File: src/rtl/pcs_pkg.sv
package pcs_pkg;

    localparam int PC_W       = 16;
    localparam int STK_DEPTH  = 16;
    localparam int N_IRQ      = 4;
    localparam int OP_W       = 3;
    localparam int VEC_BASE   = 8;
    localparam int VEC_STRIDE = 8;

    typedef logic [PC_W-1:0] pc_t;

    typedef enum logic [OP_W-1:0] {
        OP_STEP = 3'd0,
        OP_JUMP = 3'd1,
        OP_CALL = 3'd2,
        OP_RET  = 3'd3,
        OP_RETI = 3'd4
    } op_e;

    typedef struct packed {
        logic push;
        logic pop;
        logic set_svc;
        logic clr_svc;
    } seq_ctl_t;

    function automatic pc_t vector_of(input int idx);
        return pc_t'(VEC_BASE + idx * VEC_STRIDE);
    endfunction

endpackage

File: src/rtl/pcs_irq_arb.sv
module pcs_irq_arb
    import pcs_pkg::*;
#(
    parameter int NREQ = N_IRQ,
    parameter int AW   = PC_W
) (
    input  logic [NREQ-1:0] req,
    input  logic            block,
    output logic            take,
    output logic [AW-1:0]   vec_addr
);
    localparam int IW = (NREQ > 1) ? $clog2(NREQ) : 1;

    logic [IW-1:0] win_idx;
    logic [AW-1:0] vec_tbl [NREQ];

    generate
        for (genvar g = 0; g < NREQ; g++) begin : g_vec
            assign vec_tbl[g] = AW'(VEC_BASE + g * VEC_STRIDE);
        end
    endgenerate

    // Scan from the highest index down so the lowest set bit is left last.
    always_comb begin
        win_idx = '0;
        for (int i = NREQ - 1; i >= 0; i--) begin
            if (req[i]) win_idx = IW'(i);
        end
    end

    assign take     = (|req) && !block;
    assign vec_addr = vec_tbl[win_idx];

endmodule

File: src/rtl/pcs_ret_stack.sv
module pcs_ret_stack #(
    parameter int DEPTH = 16,
    parameter int W     = 16
) (
    input  logic         clk,
    input  logic         rst,
    input  logic         push,
    input  logic         pop,
    input  logic [W-1:0] push_data,
    output logic [W-1:0] top_data,
    output logic         ovf,
    output logic         unf
);
    localparam int AW = (DEPTH > 1) ? $clog2(DEPTH) : 1;
    localparam int CW = AW + 1;

    logic [W-1:0]  mem [DEPTH];
    logic [AW-1:0] wptr;
    logic [AW-1:0] rd_idx;
    logic [CW-1:0] used;
    logic          full;
    logic          empty;

    assign full   = (used == CW'(DEPTH));
    assign empty  = (used == '0);
    assign rd_idx = wptr - AW'(1);

    // Empty pop reads as zero so the PC falls back to the reset vector.
    assign top_data = empty ? '0 : mem[rd_idx];

    always_ff @(posedge clk) begin
        if (push) begin
            mem[wptr] <= push_data;
        end
    end

    always_ff @(posedge clk) begin
        if (rst) begin
            wptr <= '0;
            used <= '0;
            ovf  <= 1'b0;
            unf  <= 1'b0;
        end else if (push) begin
            wptr <= (wptr == AW'(DEPTH - 1)) ? '0 : wptr + AW'(1);
            if (full) begin
                ovf <= 1'b1;
            end else begin
                used <= used + CW'(1);
            end
        end else if (pop) begin
            if (empty) begin
                unf <= 1'b1;
            end else begin
                wptr <= (wptr == '0) ? AW'(DEPTH - 1) : rd_idx;
                used <= used - CW'(1);
            end
        end
    end

endmodule

File: src/rtl/pcs_next_pc.sv
module pcs_next_pc
    import pcs_pkg::*;
(
    input  logic            adv,
    input  logic [OP_W-1:0] op,
    input  pc_t             pc,
    input  pc_t             target,
    input  logic            take_irq,
    input  pc_t             vec_addr,
    input  pc_t             pop_data,
    output pc_t             next_pc,
    output pc_t             ret_addr,
    output seq_ctl_t        ctl
);
    op_e op_dec;

    assign op_dec   = op_e'(op);
    assign ret_addr = pc + pc_t'(1);

    always_comb begin
        ctl     = '0;
        next_pc = pc;
        if (adv) begin
            if (take_irq) begin
                ctl.push    = 1'b1;
                ctl.set_svc = 1'b1;
                next_pc     = vec_addr;
            end else begin
                unique case (op_dec)
                    OP_JUMP: next_pc = target;
                    OP_CALL: begin
                        ctl.push = 1'b1;
                        next_pc  = target;
                    end
                    OP_RET: begin
                        ctl.pop = 1'b1;
                        next_pc = pop_data;
                    end
                    OP_RETI: begin
                        ctl.pop     = 1'b1;
                        ctl.clr_svc = 1'b1;
                        next_pc     = pop_data;
                    end
                    default: next_pc = ret_addr;
                endcase
            end
        end
    end

endmodule

File: src/rtl/pc_sequencer.sv
module pc_sequencer
    import pcs_pkg::*;
#(
    parameter int W     = PC_W,
    parameter int DEPTH = STK_DEPTH,
    parameter int NREQ  = N_IRQ
) (
    input  logic            clk,
    input  logic            rst,
    input  logic            adv,
    input  logic [OP_W-1:0] op,
    input  logic [W-1:0]    target,
    input  logic [NREQ-1:0] irq,
    output logic [W-1:0]    pc,
    output logic            stk_ovf,
    output logic            stk_unf,
    output logic            in_irq
);
    logic [W-1:0] pc_q;
    logic [W-1:0] next_pc;
    logic [W-1:0] ret_addr;
    logic [W-1:0] vec_addr;
    logic [W-1:0] pop_data;
    logic         svc_q;
    logic         take_irq;
    seq_ctl_t     ctl;

    pcs_irq_arb #(.NREQ(NREQ), .AW(W)) u_arb (
        .req      (irq),
        .block    (svc_q),
        .take     (take_irq),
        .vec_addr (vec_addr)
    );

    pcs_next_pc u_next (
        .adv      (adv),
        .op       (op),
        .pc       (pc_q),
        .target   (target),
        .take_irq (take_irq),
        .vec_addr (vec_addr),
        .pop_data (pop_data),
        .next_pc  (next_pc),
        .ret_addr (ret_addr),
        .ctl      (ctl)
    );

    pcs_ret_stack #(.DEPTH(DEPTH), .W(W)) u_stack (
        .clk       (clk),
        .rst       (rst),
        .push      (ctl.push),
        .pop       (ctl.pop),
        .push_data (ret_addr),
        .top_data  (pop_data),
        .ovf       (stk_ovf),
        .unf       (stk_unf)
    );

    always_ff @(posedge clk) begin
        if (rst) begin
            pc_q  <= '0;
            svc_q <= 1'b0;
        end else begin
            pc_q <= next_pc;
            if (ctl.set_svc) begin
                svc_q <= 1'b1;
            end else if (ctl.clr_svc) begin
                svc_q <= 1'b0;
            end
        end
    end

    assign pc     = pc_q;
    assign in_irq = svc_q;

endmodule

File: config.mk
export PLATFORM = sky130hd
export DESIGN_NAME = pc_sequencer
export DESIGN_NICKNAME = d
export VERILOG_FILES = /design/src/rtl/pcs_pkg.sv /design/src/rtl/pcs_irq_arb.sv /design/src/rtl/pcs_ret_stack.sv /design/src/rtl/pcs_next_pc.sv /design/src/rtl/pc_sequencer.sv
export SDC_FILE = /design/constraint.sdc
export NUM_CORES = 1
export LEC_CHECK = 0
export ABC_AREA = 1
export BUFFER_PORTS_ARGS = -buffer_cell sky130_fd_sc_hd__buf_2
export CAP_MARGIN = 20
export CELL_PAD_IN_SITES_DETAIL_PLACEMENT = 1
export CELL_PAD_IN_SITES_GLOBAL_PLACEMENT = 2
export CORE_MARGIN = 2
export CORE_UTILIZATION = 37
export DETAILED_ROUTE_END_ITERATION = 8
export GPL_TIMING_DRIVEN = 0
export HOLD_SLACK_MARGIN = 0.12
export PLACE_DENSITY_LB_ADDON = 0.1
export SETUP_SLACK_MARGIN = 0.02
export SYNTH_ARGS = -nofsm -noshare
export SYNTH_HDL_FRONTEND = slang
export SYNTH_SLANG_ARGS = --single-unit
export TNS_END_PERCENT = 1
File: constraint.sdc
create_clock -name clk -period 2.05 [get_ports clk]
set_input_delay 0.205 -clock clk [delete_from_list [all_inputs] [get_ports clk]]
set_output_delay 0.205 -clock clk [all_outputs]
set_load 0.1 [all_outputs]
; After elaboration in Yosys (flattened, before gate mapping)
; Memory sizes are Yosys's and may differ from the RTL's.
; Cells that the tools add are included.
[word_totals]
mem_bits_ro = 0
wordCells = 67
latchBits = 0
mem_bits_rw = 256
mem_count = 1
output_inout_bits = 19
reg_bits = 28
[op_classes]
mux = 31
shifts = 0
eq_ne = 8
bitwise = 2
order_cmp = 1
div_mod_pow = 0
n_reduce_logical = 13
add_sub_neg = 5
n_mul = 0
[mem_list]
columns = memory, depth, word_bits, read_ports, rd_clocked_by_memory_dff, wr, line
row1 = u_stack.mem, 16, 16, 1, 0, 1, pcs_ret_stack.sv:17  ; logic [W-1:0] mem [DEPTH];
[ops]
columns = cell, count
row1 = 16-bit 2-to-1 mux, 4
row2 = 16-bit binary-select mux with 2-bit select, 1
row3 = 16-bit case mux with 2 select lines, 1
row4 = 4-bit 2-to-1 mux, 6
row5 = 5-bit 2-to-1 mux, 4
row6 = "16-bit by 1-bit adder with 16-bit output, second input constant", 1
row7 = 1-bit 2-to-1 mux, 11
row8 = 2-bit 2-to-1 mux, 4
row9 = "3-bit by 2-bit equality test with 1-bit output, second input constant", 2
row10 = 3-bit AND reduction, 2
row11 = "5-bit by 1-bit adder with 5-bit output, second input constant", 1
row12 = "5-bit equality test, second input constant", 1
row13 = 5-bit zero test, 1
row14 = "5-bit by 1-bit subtractor with 5-bit output, second input constant", 1
row15 = "4-bit by 1-bit adder with 4-bit output, second input constant", 1
row16 = "4-bit equality test, second input constant", 1
row17 = 4-bit zero test, 1
row18 = "2-bit inequality test, second input constant", 2
row19 = 2-bit AND reduction, 2
row20 = 2-bit nonzero test, 2
row21 = 2-bit OR reduction, 2
row22 = 4-bit OR reduction, 1
row23 = "4-bit by 1-bit subtractor with 4-bit output, second input constant", 1
row24 = "3-bit by 1-bit equality test with 1-bit output, second input constant", 1
row25 = 6 further kinds, 6

; Logic depth before layout (Yosys ltp)
; Gate-level depths: netlist of the first run.
[depth]
word_depth = 9
depth_mapped = 15
ltp_nobuf = 15

; Modules after synthesis
; A second synthesis of the first run with hierarchy kept.
[hier_totals]
hier_cells = 1324
hier_area_um2 = 12967.4
[modules_own_cells]
columns = module, seq_area_each_um2, n_inst, cells_per_inst, area_each_um2
row1 = pcs_ret_stack, 7907.6, 1, 981, 11091.9
row2 = pcs_next_pc, 0.0, 1, 262, 1209.9
row3 = pc_sequencer, 340.3, 1, 55, 503.0
row4 = pcs_irq_arb, 0.0, 1, 26, 162.7

; Least setup slack after synthesis of the first run
; OpenSTA, ideal clock, no wires.
[synth_path]
path_kind = reg-to-reg
start = register svc_q (netlist: in_irq)
end = memory u_stack.mem[7][0], enable pin
path_slack_ps = -714
t_arrival_ps = 2354
t_required_ps = 1641
period_less_slack_ps = 2764
path_buffers = 0
path_stages_with_launch = 6
cell_sequence = dfxtp_1 inv_1 nand3_1 nand2_2 inv_4 nor3_1
[synth_between]
elab_chain_len = 6
[synth_rtl]
columns = element, line
row1 = start: declaration, pc_sequencer.sv:24  ; logic svc_q;
row2 = start signal: assignment, pc_sequencer.sv:62  ; svc_q <= 1'b0;
row3 = start signal: assignment, pc_sequencer.sv:66  ; svc_q <= 1'b1;
row4 = start signal: assignment, pc_sequencer.sv:68  ; svc_q <= 1'b0;
row5 = 1-bit zero test, pcs_irq_arb.sv:31  ; assign take = (|req) && !block;
row6 = 1-bit logical AND, pcs_irq_arb.sv:31
row7 = 1-bit 2-to-1 mux, pcs_next_pc.sv:24  ; if (take_irq) begin
row8 = 4-bit 2-to-1 mux, pcs_next_pc.sv:23  ; if (adv) begin
row9 = 1-bit 2-to-1 mux, pcs_ret_stack.sv:32  ; if (push) begin
row10 = 1-bit 2-to-1 mux (not written as such), pcs_ret_stack.sv:33  ; mem[wptr] <= push_data;
row11 = end: declaration, pcs_ret_stack.sv:17
; No other way between the ends.

; Final worst setup path of the first run
[layout_path]
start = register u_stack.wptr[0]
end = register pc_q[3] (netlist: pc[3])
[layout_between]
elab_chain_len = 5
[layout_rtl]
columns = element, line
row1 = start: declaration, pcs_ret_stack.sv:18  ; logic [AW-1:0] wptr;
row2 = start signal: assignment, pcs_ret_stack.sv:44  ; wptr <= (wptr == AW'(DEPTH - 1)) ? '0 : wptr + AW'(1);
row3 = start signal: assignment, pcs_ret_stack.sv:54  ; wptr <= (wptr == '0) ? AW'(DEPTH - 1) : rd_idx;
row4 = 4-bit by 1-bit subtractor with 4-bit output, pcs_ret_stack.sv:26  ; assign rd_idx = wptr - AW'(1);
row5 = memory 16 x 16 bit, -
row6 = 16-bit 2-to-1 mux, pcs_ret_stack.sv:29  ; assign top_data = empty ? '0 : mem[rd_idx];
row7 = 16-bit case mux with 2 select lines, pcs_next_pc.sv:29  ; unique case (op_dec)
row8 = 16-bit 2-to-1 mux, pcs_next_pc.sv:24
row9 = end signal: assignment, pc_sequencer.sv:64  ; pc_q <= next_pc;
row10 = end: declaration, pc_sequencer.sv:19  ; logic [W-1:0] pc_q;
; No other way between the ends.
; A chain may end at the register's enable or synchronous reset.

==> flow_metrics.tcl, run 1 <==
set metrics [dict create \
    outcome "complete, but fails checks" \
    violations "setup timing" \
    ir_worst_vdd_uv 516.6 \
    grt-ovfl-total 0 \
    synth_ff_type "edfxtp_1" \
    required_ns 2.48 \
    start_kind "flip-flop" \
    clock_skew_ns 0.02575 \
    insertion_delay_ns 0.53 \
    syn_to_final_growth_pct 26.99 \
    ys.warnings.count 0 \
    drt-total-wl_um 44760 \
    path_class "reg -> reg" \
    clk_path_buf_depth 3 \
    syn_inst 1205 \
    clkSinkCount 284 \
    place_hpwl_um 31230 \
    async_reset_ff_frac 0 \
    hold_viol 0 \
    post-place-cells 1715 \
    start_util 0.3750 \
    cp.arrival_ns 2.52 \
    die_y_um 188.4 \
    htree_levels 2 \
    postRouteAntennaNets 0 \
    antenna_found_initial 0 \
    finalCritPeriodShare 1.020 \
    fin_cells 1797 \
    timing.final.ws_setup_ns -0.04146 \
    finalMaxSlewViolations 0 \
    power.density_nw_per_um2 1046 \
    cts_inserted_buffers 34 \
    cts_tree "done" \
    fin_crit_ns 2.091 \
    grt_pass1_vias 9593 \
    routabilityCongestion 0.8105 \
    core_area_sq_um 33530 \
    hold_depth 5 \
    reg2regPathDepth 14 \
    grt_util_all_layers 0.2543 \
    grt_first_pass_wirelength_um 65060 \
    synth_edf_count 256 \
    drc 0 \
    tightest_slew_ns 0.8308 \
    leakage_nw 6.073 \
    path_clk_slew_ns 0.06 \
    rsz0062_at_grt "yes" \
    yosysSeqAreaShare 0.6559 \
    synthesis.area_sq_um 12580 \
    die_w_um 188.4 \
    num_rows 67 \
    routed-via-count 9562 \
    max_freq_mhz 478.1 \
    synth.distinct_cells 38 \
    dieArea_sq_um 35480 \
    cts_root_buffer "clkbuf_16" \
    io_pins 45 \
    nets 1361 \
    insertedDiodeCount 0 \
    finalSetupViolCount 10 \
    grt_max_degree 18 \
    min_path_type "in -> reg" \
    synth_seq_cells 284 \
    cp-end-kind "flip-flop" \
    via_per_inst 5.321 \
    fin_util 0.4763 \
    drt_iter0_drc 775 \
    wl_per_cell_um 24.91 \
    synth.avg_cell_area_sq_um 10.44 \
    whs_ns 0.1392 \
    portBuffers 44 \
    drive_gt1_frac 0.2498 \
    drv_cap 0 \
    dr.pass1.iters 5 \
    cp_max_fo 10 \
    syn-num-nets 1242 \
    max_slew_margin 0.4461 \
]
==> layout by cell type, fill, tap and decap left out, drive strengths merged, types with 15 or more instances in the layout <==
master / instances
a21oi: 37
clkinv: 15
dfxtp: 28
nor2: 49
nand3: 258
clkbuf: 46
buf: 130
nand2: 400
inv: 57
o21ai: 18
edfxtp: 256
==> final cells by class <==
cell class / instances / area, sq um
plain buffers: 60 / 624.3
clock buffers: 38 / 865.8
clock inverters: 23 / 254.0
fillers: 3620 / 17560
inverters: 58 / 251.5
multi-input cells: 802 / 4333
flip-flops and latches: 284 / 8262
well taps: 448 / 560.5
repair buffers: 84 / 819.5
==> worst max-delay path, cell delays in order, from the launching register on <==
cell and delay, ns:
dfxtp_2 0.33, buf_6 0.12, inv_8 0.05, buf_12 0.13, ha_4 0.32, inv_6 0.06, buf_12 0.15, buf_4 0.14
nand3_1 0.08, nand3_2 0.13, nand3_2 0.11, nand3_2 0.11, nand2_1 0.09, nand2_1 0.06, a21oi_2 0.12
==> through the flow <==
step / setup WS [ns] / power [mW] / setup TNS (ns) / instance area [sq um]
2_1_floorplan: -0.1627 / 8.550 / -35.45 / 12610
3_3_place_gp: -1.451 / 9.740 / -320.99 / 13390
3_5_place_dp: -1.106 / 9.830 / -68.66 / 13750
4_1_cts: -0.1590 / 16.60 / -0.7020 / 15660
5_1_grt: -0.1455 / 17.32 / -4.754 / 15970
6_report: -0.04146 / 16.71 / -0.2133 / 15970
==> power by group <==
part	internal, mW	switching, mW
Sequential	6.48	0.0836
Clock	3.69	2.43
Combinational	1.36	2.67
==> state kept, by name, summed over array words and instances, names as in the netlist <==
register      flops
u_stack.mem     256
pc               16
u_stack.used      5
u_stack.wptr      4
in_irq            1
u_stack.ovf       1
u_stack.unf       1
==> cell families after synthesis <==
| group | Yosys count | synth area share |
|---|---|---|
| DFF | 284 | 0.6559 |
| buffers and inverters | 119 | 0.04865 |
| and+or+nand+nor | 716 | 0.2473 |
| adders and majority gates | 11 | 0.01154 |
| AOI/OAI and AO/OA | 68 | 0.03174 |
| xor gates and xnor gates | 7 | 0.004875 |
==> final timing paths <==
check	start	end	slack [ns]
hold / removal	adv	pc[4]	0.14
setup / recovery	u_stack.wptr[0]	pc[3]	-0.04
setup reg to reg	u_stack.wptr[0]	pc[3]	-0.04
hold reg to reg	u_stack.ovf	u_stack.ovf	0.45
==> Yosys cell counts, drive strengths merged, types with 2 or more instances <==
cell      n  area (sq um)
nand2   400          1541
nand3   258          1301
edfxtp  256          7687
inv      57         221.5
buf      53         350.3
nor2     49         214.0
a21oi    37         211.5
dfxtp    28         560.5
o21ai    18         93.84
ha       10         125.1
clkbuf    8         31.28
nand4     7         43.79
xor2      6         52.55
a31oi     4         25.02
o21bai    3         22.52
a21o      2         15.01
nor3      2         10.01
o31ai     2         15.01
==> layer usage <==
layer  vias to the layer above  wire, um  global-route usage
met5                         -         0                   0
met1                      4827     20070              0.3604
met4                         0      1065             0.06941
met3                        57      2376             0.03557
li1                       4404         -                   -
met2                       274     21240              0.4110
==> repair_timing <==
| item | CTS | global route |
|---|---|---|
| hold buffers | 5 | 0 |
| gates cloned | 5 | 0 |
| setup buffers | 4 | 8 |
| endpoints found under the hold margin | 3 | 0 |
| resized for setup | 136 | 58 |
| endpoints found under the setup margin | 282 | 185 |
| pin swaps | 14 | 22 |
No activity file was read; power rests on OpenSTA's default activity.
==> run 2, diff against run 1 <==
- PLACE_DENSITY: not set -> 0.8
- PLACE_DENSITY_LB_ADDON: 0.1 -> not set
- RECOVER_POWER: not set -> 100
==> run 2 against run 1 <==
Net effect: the run still ends with setup timing left; worst setup slack worse by 0.061 ns; sequential cell count stayed put; sequential power barely moved; global-route usage is 1.0 points lower; clock skew down 0.011 ns; first-iteration DRC count increased by 14%; routed wire length down 3.4%; count of clock-buffer cells in the layout is 11 higher; power decreased by 0.98%; final cell count rose by 0.45%; combinational power decreased by 4%; utilization down 0.37 points; critical path type unchanged; highest routed layer unchanged.
==> flow_metrics.tcl, run 2 (synthesized netlist as in run 1, its figures left out) <==
set metrics [dict create \
    grt-ovfl-total 0 \
    finalCritPeriodShare 1.050 \
    power.density_nw_per_um2 1044 \
    die_w_um 188.4 \
    largest_register_ffs 256 \
    rsz0062_at_grt "yes" \
    max_freq_mhz 464.7 \
    leakage_nw 6.043 \
    routabilityCongestion 0.8387 \
    insertedDiodeCount 0 \
    place_hpwl_um 30110 \
    ir_worst_vdd_uv 700.3 \
    clock_skew_ns 0.01438 \
    regToRegSetupSlack_ns -0.10 \
    hold_viol 0 \
    cts_inserted_buffers 31 \
    hold_depth 7 \
    drt-total-wl_um 43220 \
    drv_cap 0 \
    fin_crit_ns 2.152 \
    top_layer "met4" \
    dr.pass1.iters 5 \
    cp_max_fo 10 \
    start_util 0.3750 \
    clkSinkCount 284 \
    drive_gt1_frac 0.2233 \
    antenna_found_initial 0 \
    clk_path_buf_depth 3 \
    outcome "complete, but fails checks" \
    grt_max_degree 18 \
    wl_met1_um 18410 \
    total_power_mw 16.55 \
    num_rows 67 \
    wl_per_cell_um 23.95 \
    wl_met3_um 2760 \
    min_path_type "in -> reg" \
    cp.arrival_ns 2.56 \
    wl_met2_um 20810 \
    routed-via-count 9764 \
    dpl-instance-area_sq_um 13700 \
    portBuffers 44 \
    max_stage_delay_ns 0.36 \
    tightest_slew_ns 0.8449 \
    grt_pass1_vias 10184 \
    postRouteAntennaNets 0 \
    max_slew_margin 0.4367 \
    drt_iter0_drc 882 \
    reg2regPathDepth 13 \
    htree_levels 1 \
    nets 1369 \
    start_kind "flip-flop" \
    cp.depth 13 \
    crit_slowest_cell "dfxtp_4" \
    syn_to_final_growth_pct 26.01 \
    violations "setup timing" \
    cp-end-kind "flip-flop" \
    die_y_um 188.4 \
    cts_root_buffer "clkbuf_16" \
    finalInstanceArea_sq_um 15850 \
    io_pins 45 \
    grt_util_all_layers 0.2438 \
    fin_util 0.4726 \
    core_area_sq_um 33530 \
    insertion_delay_ns 0.57 \
    finalSetupViolCount 38 \
    via_per_inst 5.409 \
    largest_register "u_stack.mem" \
    finalMaxSlewViolations 0 \
    path_clk_slew_ns 0.06 \
    drc 0 \
    crit_chain "buf_6, inv_6, buf_12, ha_4, buf_8, buf_8, nand3_1, nand3_1, nand3_2, nand3_4, nand2_1, nand2_1, a21oi_1" \
    path_buf_inv 5 \
    grt_first_pass_wirelength_um 64010 \
    post-place-ws_ns -1.175 \
    critPathTopFamily "buffers and inverters" \
    path_class "reg -> reg" \
    cts_tree "done" \
    dieArea_sq_um 35480 \
    final_cell_mix "nand2_1 (385), edfxtp_1 (256), nand3_1 (205), nand3_2 (51), buf_2 (51)" \
    timing.final.ws_setup_ns -0.1020 \
    layout_commonest_cell "nand2_1" \
    required_ns 2.45 \
    setup_tns_ns -0.6691 \
]
-- run 2: cell count changes in the layout (fill, tap and decap cells not counted), sizes merged --
cell / delta
buf: -26
bufbuf: +1
bufinv: +1
clkbuf: +31
clkinv: -13
clkinvlp: -1
dlygate4sd3: +15
dlymetal6s4s: +1
inv: -1
-- run 2: final timing paths --
kind	start	endpoint
hold reg to reg	u_stack.ovf	u_stack.ovf
hold / removal	target[0]	pc[0]
setup reg to reg	u_stack.wptr[0]	pc[6]
setup / recovery	u_stack.wptr[0]	pc[6]
-- run 2: power breakdown --
| group | internal (mW) | switching, mW |
|---|---|---|
| logic | 1.30 | 2.58 |
| registers | 6.48 | 0.0848 |
| clock network | 3.83 | 2.28 |
| total | 11.6 | 4.94 |
-- run 2: routing by layer --
metal,vias to the layer above,global-route usage
li1,4418,-
met5,-,0
met3,69,0.03408
met1,4958,0.3298
met2,319,0.4104
met4,0,0.07061
-- run 2: final cells by class --
class	count	area (sq um)
buffer	60	606.8
clock buffer	49	923.4
inverter	58	240.2
tap	448	560.5
clock inverter	9	201.4
fill	3663	17690
timing repair buffer	95	897.1
multi-input combinational	802	4155
sequential	284	8262
-- run 2: stage by stage --
step / hold slack (ns) / std cells
finish: 0.1446 / 1805
detailed placement: 0.4535 / 1713
global route: 0.1777 / 1805
global placement: 0.4391 / 1697
floorplan: 0.3912 / 1205
CTS: 0.1241 / 1795
-- run 2: tightest hold or removal path, stage by stage --
cell and delay [ns]:
buf_2 0.11, nand2_1 0.07, o21ai_0 0.08, inv_1 0.06, nand2_1 0.05, nand2_1 0.05
a21oi_1 0.05
-- run 2: what timing repair did --
action	4_1_cts	5_1_grt
buffers inserted	2	7
hold endpoints to repair	23	0
hold buffers	21	0
gates cloned	2	2
setup endpoints to repair	260	283
pin swaps	7	8
resized for setup	122	32
==> run 3, diff against run 2 <==
- CORE_MARGIN: 2 -> 4
- GPL_ROUTABILITY_DRIVEN: not set -> 0
==> run 3 against run 2 <==
Net effect: the run still ends with setup timing left; register-to-register slack better by 0.03 ns; largest power group unchanged; critical endpoint is now pc[0]; clock skew grew 0.017 ns; worst hold slack gained 0.019 ns; cell area up 3.1%.
==> flow_metrics.tcl, run 3 (synthesized netlist as in run 1, its figures left out) <==
set metrics [dict create \
    fin_crit_ns 2.125 \
    postRouteAntennaNets 0 \
    finalCritPeriodShare 1.036 \
    start_util 0.3750 \
    rsz0062_at_grt "yes" \
    drt-total-wl_um 45220 \
    path_clk_slew_ns 0.06 \
    insertion_delay_ns 0.58 \
    min_path_type "in -> reg" \
    cts_tree "done" \
    fin_util 0.4873 \
    drive_gt1_frac 0.2695 \
    drv_cap 0 \
    whs_ns 0.1631 \
    reg2regPathDepth 13 \
    grt_max_degree 18 \
    clk_path_buf_depth 3 \
    wl_met3_um 2766 \
    crit_slowest_cell "dfxtp_4" \
    hold_viol 0 \
    clkSinkCount 284 \
    crit_chain "buf_6, inv_8, buf_12, ha_4, buf_12, buf_4, nand3_1, nand3_2, nand3_2, nand3_2, nand2_1, nand2_1, a21oi_1" \
    post-place-ws_ns -1.243 \
    violations "setup timing" \
    die_w_um 192.4 \
    drc 0 \
    cp-end-kind "flip-flop" \
    dpl-instance-area_sq_um 13740 \
    grt_first_pass_wirelength_um 63870 \
    ir_worst_vdd_uv 661.7 \
    regToRegSetupSlack_ns -0.07 \
    final_cell_mix "nand2_1 (382), edfxtp_1 (256), nand3_1 (160), nand3_2 (90), buf_2 (58)" \
    hold_path.startpoint "target[6]" \
    required_ns 2.46 \
    io_pins 45 \
    insertedDiodeCount 0 \
    grt-ovfl-total 0 \
    layout_commonest_cell "nand2_1" \
    wl_met1_um 19580 \
    portBuffers 44 \
    timing.rr.start "u_stack.wptr[0]" \
    largest_register_ffs 256 \
    leakage_nw 6.221 \
    hold_depth 6 \
    power.density_nw_per_um2 1030 \
    wl_met2_um 21800 \
    cts_inserted_buffers 31 \
    top_layer "met4" \
    num_rows 67 \
    syn_to_final_growth_pct 29.94 \
    grt_pass1_vias 9987 \
    die_y_um 192.4 \
    core_area_sq_um 33530 \
    finalSetupViolCount 14 \
    dieArea_sq_um 37000 \
    routed-via-count 9925 \
    max_stage_delay_ns 0.37 \
    max_slew_margin 0.4068 \
    finalMaxSlewViolations 0 \
    tightest_slew_ns 0.8897 \
    dr.pass1.iters 6 \
    nets 1381 \
    largest_register "u_stack.mem" \
    antenna_found_initial 0 \
    cts_root_buffer "clkbuf_16" \
    drt_iter0_drc 843 \
    wl_per_cell_um 24.89 \
    path_class "reg -> reg" \
    outcome "complete, but fails checks" \
    max_freq_mhz 470.6 \
    cp.arrival_ns 2.54 \
    r2r-end "pc[0]" \
    timing.final.ws_setup_ns -0.07478 \
    start_kind "flip-flop" \
    cp_max_fo 10 \
    hold-path-endpoint "pc[6]" \
    cp_common_cell "nand3_2" \
    finalInstanceArea_sq_um 16340 \
    via_per_inst 5.462 \
    clock_skew_ns 0.03140 \
    grt_util_all_layers 0.2347 \
    htree_levels 1 \
    place_hpwl_um 30040 \
]
-- run 3: cell count changes in the layout (fill, tap and decap cells not counted), moves of 7 or more --
cell and change:
nand3_1 -45, clkbuf_2 -8, buf_4 +8, buf_2 +7
clkbuf_8 -9, clkbuf_1 -8, clkinv_1 +9, nand3_2 +39
-- run 3: critical path: cells and delay by family (launching register included) --
kind                       cells  cell delay, ns
AOI/OAI and AO/OA              1            0.06
and+or+nand+nor                6            0.55
DFF                            1            0.37
adders and majority gates      1            0.34
buffers and inverters          5            0.67
-- run 3: power by group --
group | leakage [nW] | internal, mW | switching [mW]
Combinational | 3.08 | 1.55 | 2.82
Sequential | 2.63 | 6.48 | 0.0887
Clock | 0.508 | 3.51 | 2.39
-- run 3: worst max-delay path by stage --
stage / to / cells past startpoint / slack (ns) / start
finish: pc[0] / 13 / -0.07 / u_stack.wptr[0]
global route: pc[0] / 13 / -0.16 / u_stack.wptr[0]
CTS: pc[14] / 14 / -0.07 / u_stack.wptr[0]
detailed placement: pc[12] / 14 / -1.24 / u_stack.wptr[0]
global placement: u_stack.mem[6][7] / 7 / -1.18 / u_stack.wptr[0]
floorplan: u_stack.mem[13][0] / 6 / -0.16 / in_irq
-- run 3: stage by stage --
stage / instances / power, mW / TNS, ns
4_1_cts: 1802 / 16.27 / -1.225
3_5_place_dp: 1714 / 9.811 / -57.55
6_report: 1817 / 16.83 / -0.4880
5_1_grt: 1817 / 17.37 / -3.465
2_1_floorplan: 1205 / 8.550 / -35.45
3_3_place_gp: 1697 / 9.683 / -266.04
-- run 3: final cells by class --
type                    count  area, sq um
flip-flops and latches    284         8263
fillers                  3605        17190
repair buffers            107         1111
well taps                 448        560.5
plain buffers              60        621.8
clock buffers              33        783.3
inverters                  58        254.0
multi-input cells         802         4466
clock inverters            25        281.5
-- run 3: what timing repair did --
item / in CTS / in global routing
setup endpoints to repair: 247 / 267
endpoints found under the hold margin: 24 / 0
gates cloned: 3 / 6
pin swaps: 10 / 30
setup buffers: 5 / 8
gates resized for setup: 129 / 94
hold buffers: 23 / 0
-- run 3: per-layer routing --
metal / vias up / track usage
li1: 4462 / -
met1: 5073 / 0.3242
met2: 335 / 0.3979
met3: 55 / 0.03509
met4: 0 / 0.04553
met5: - / 0
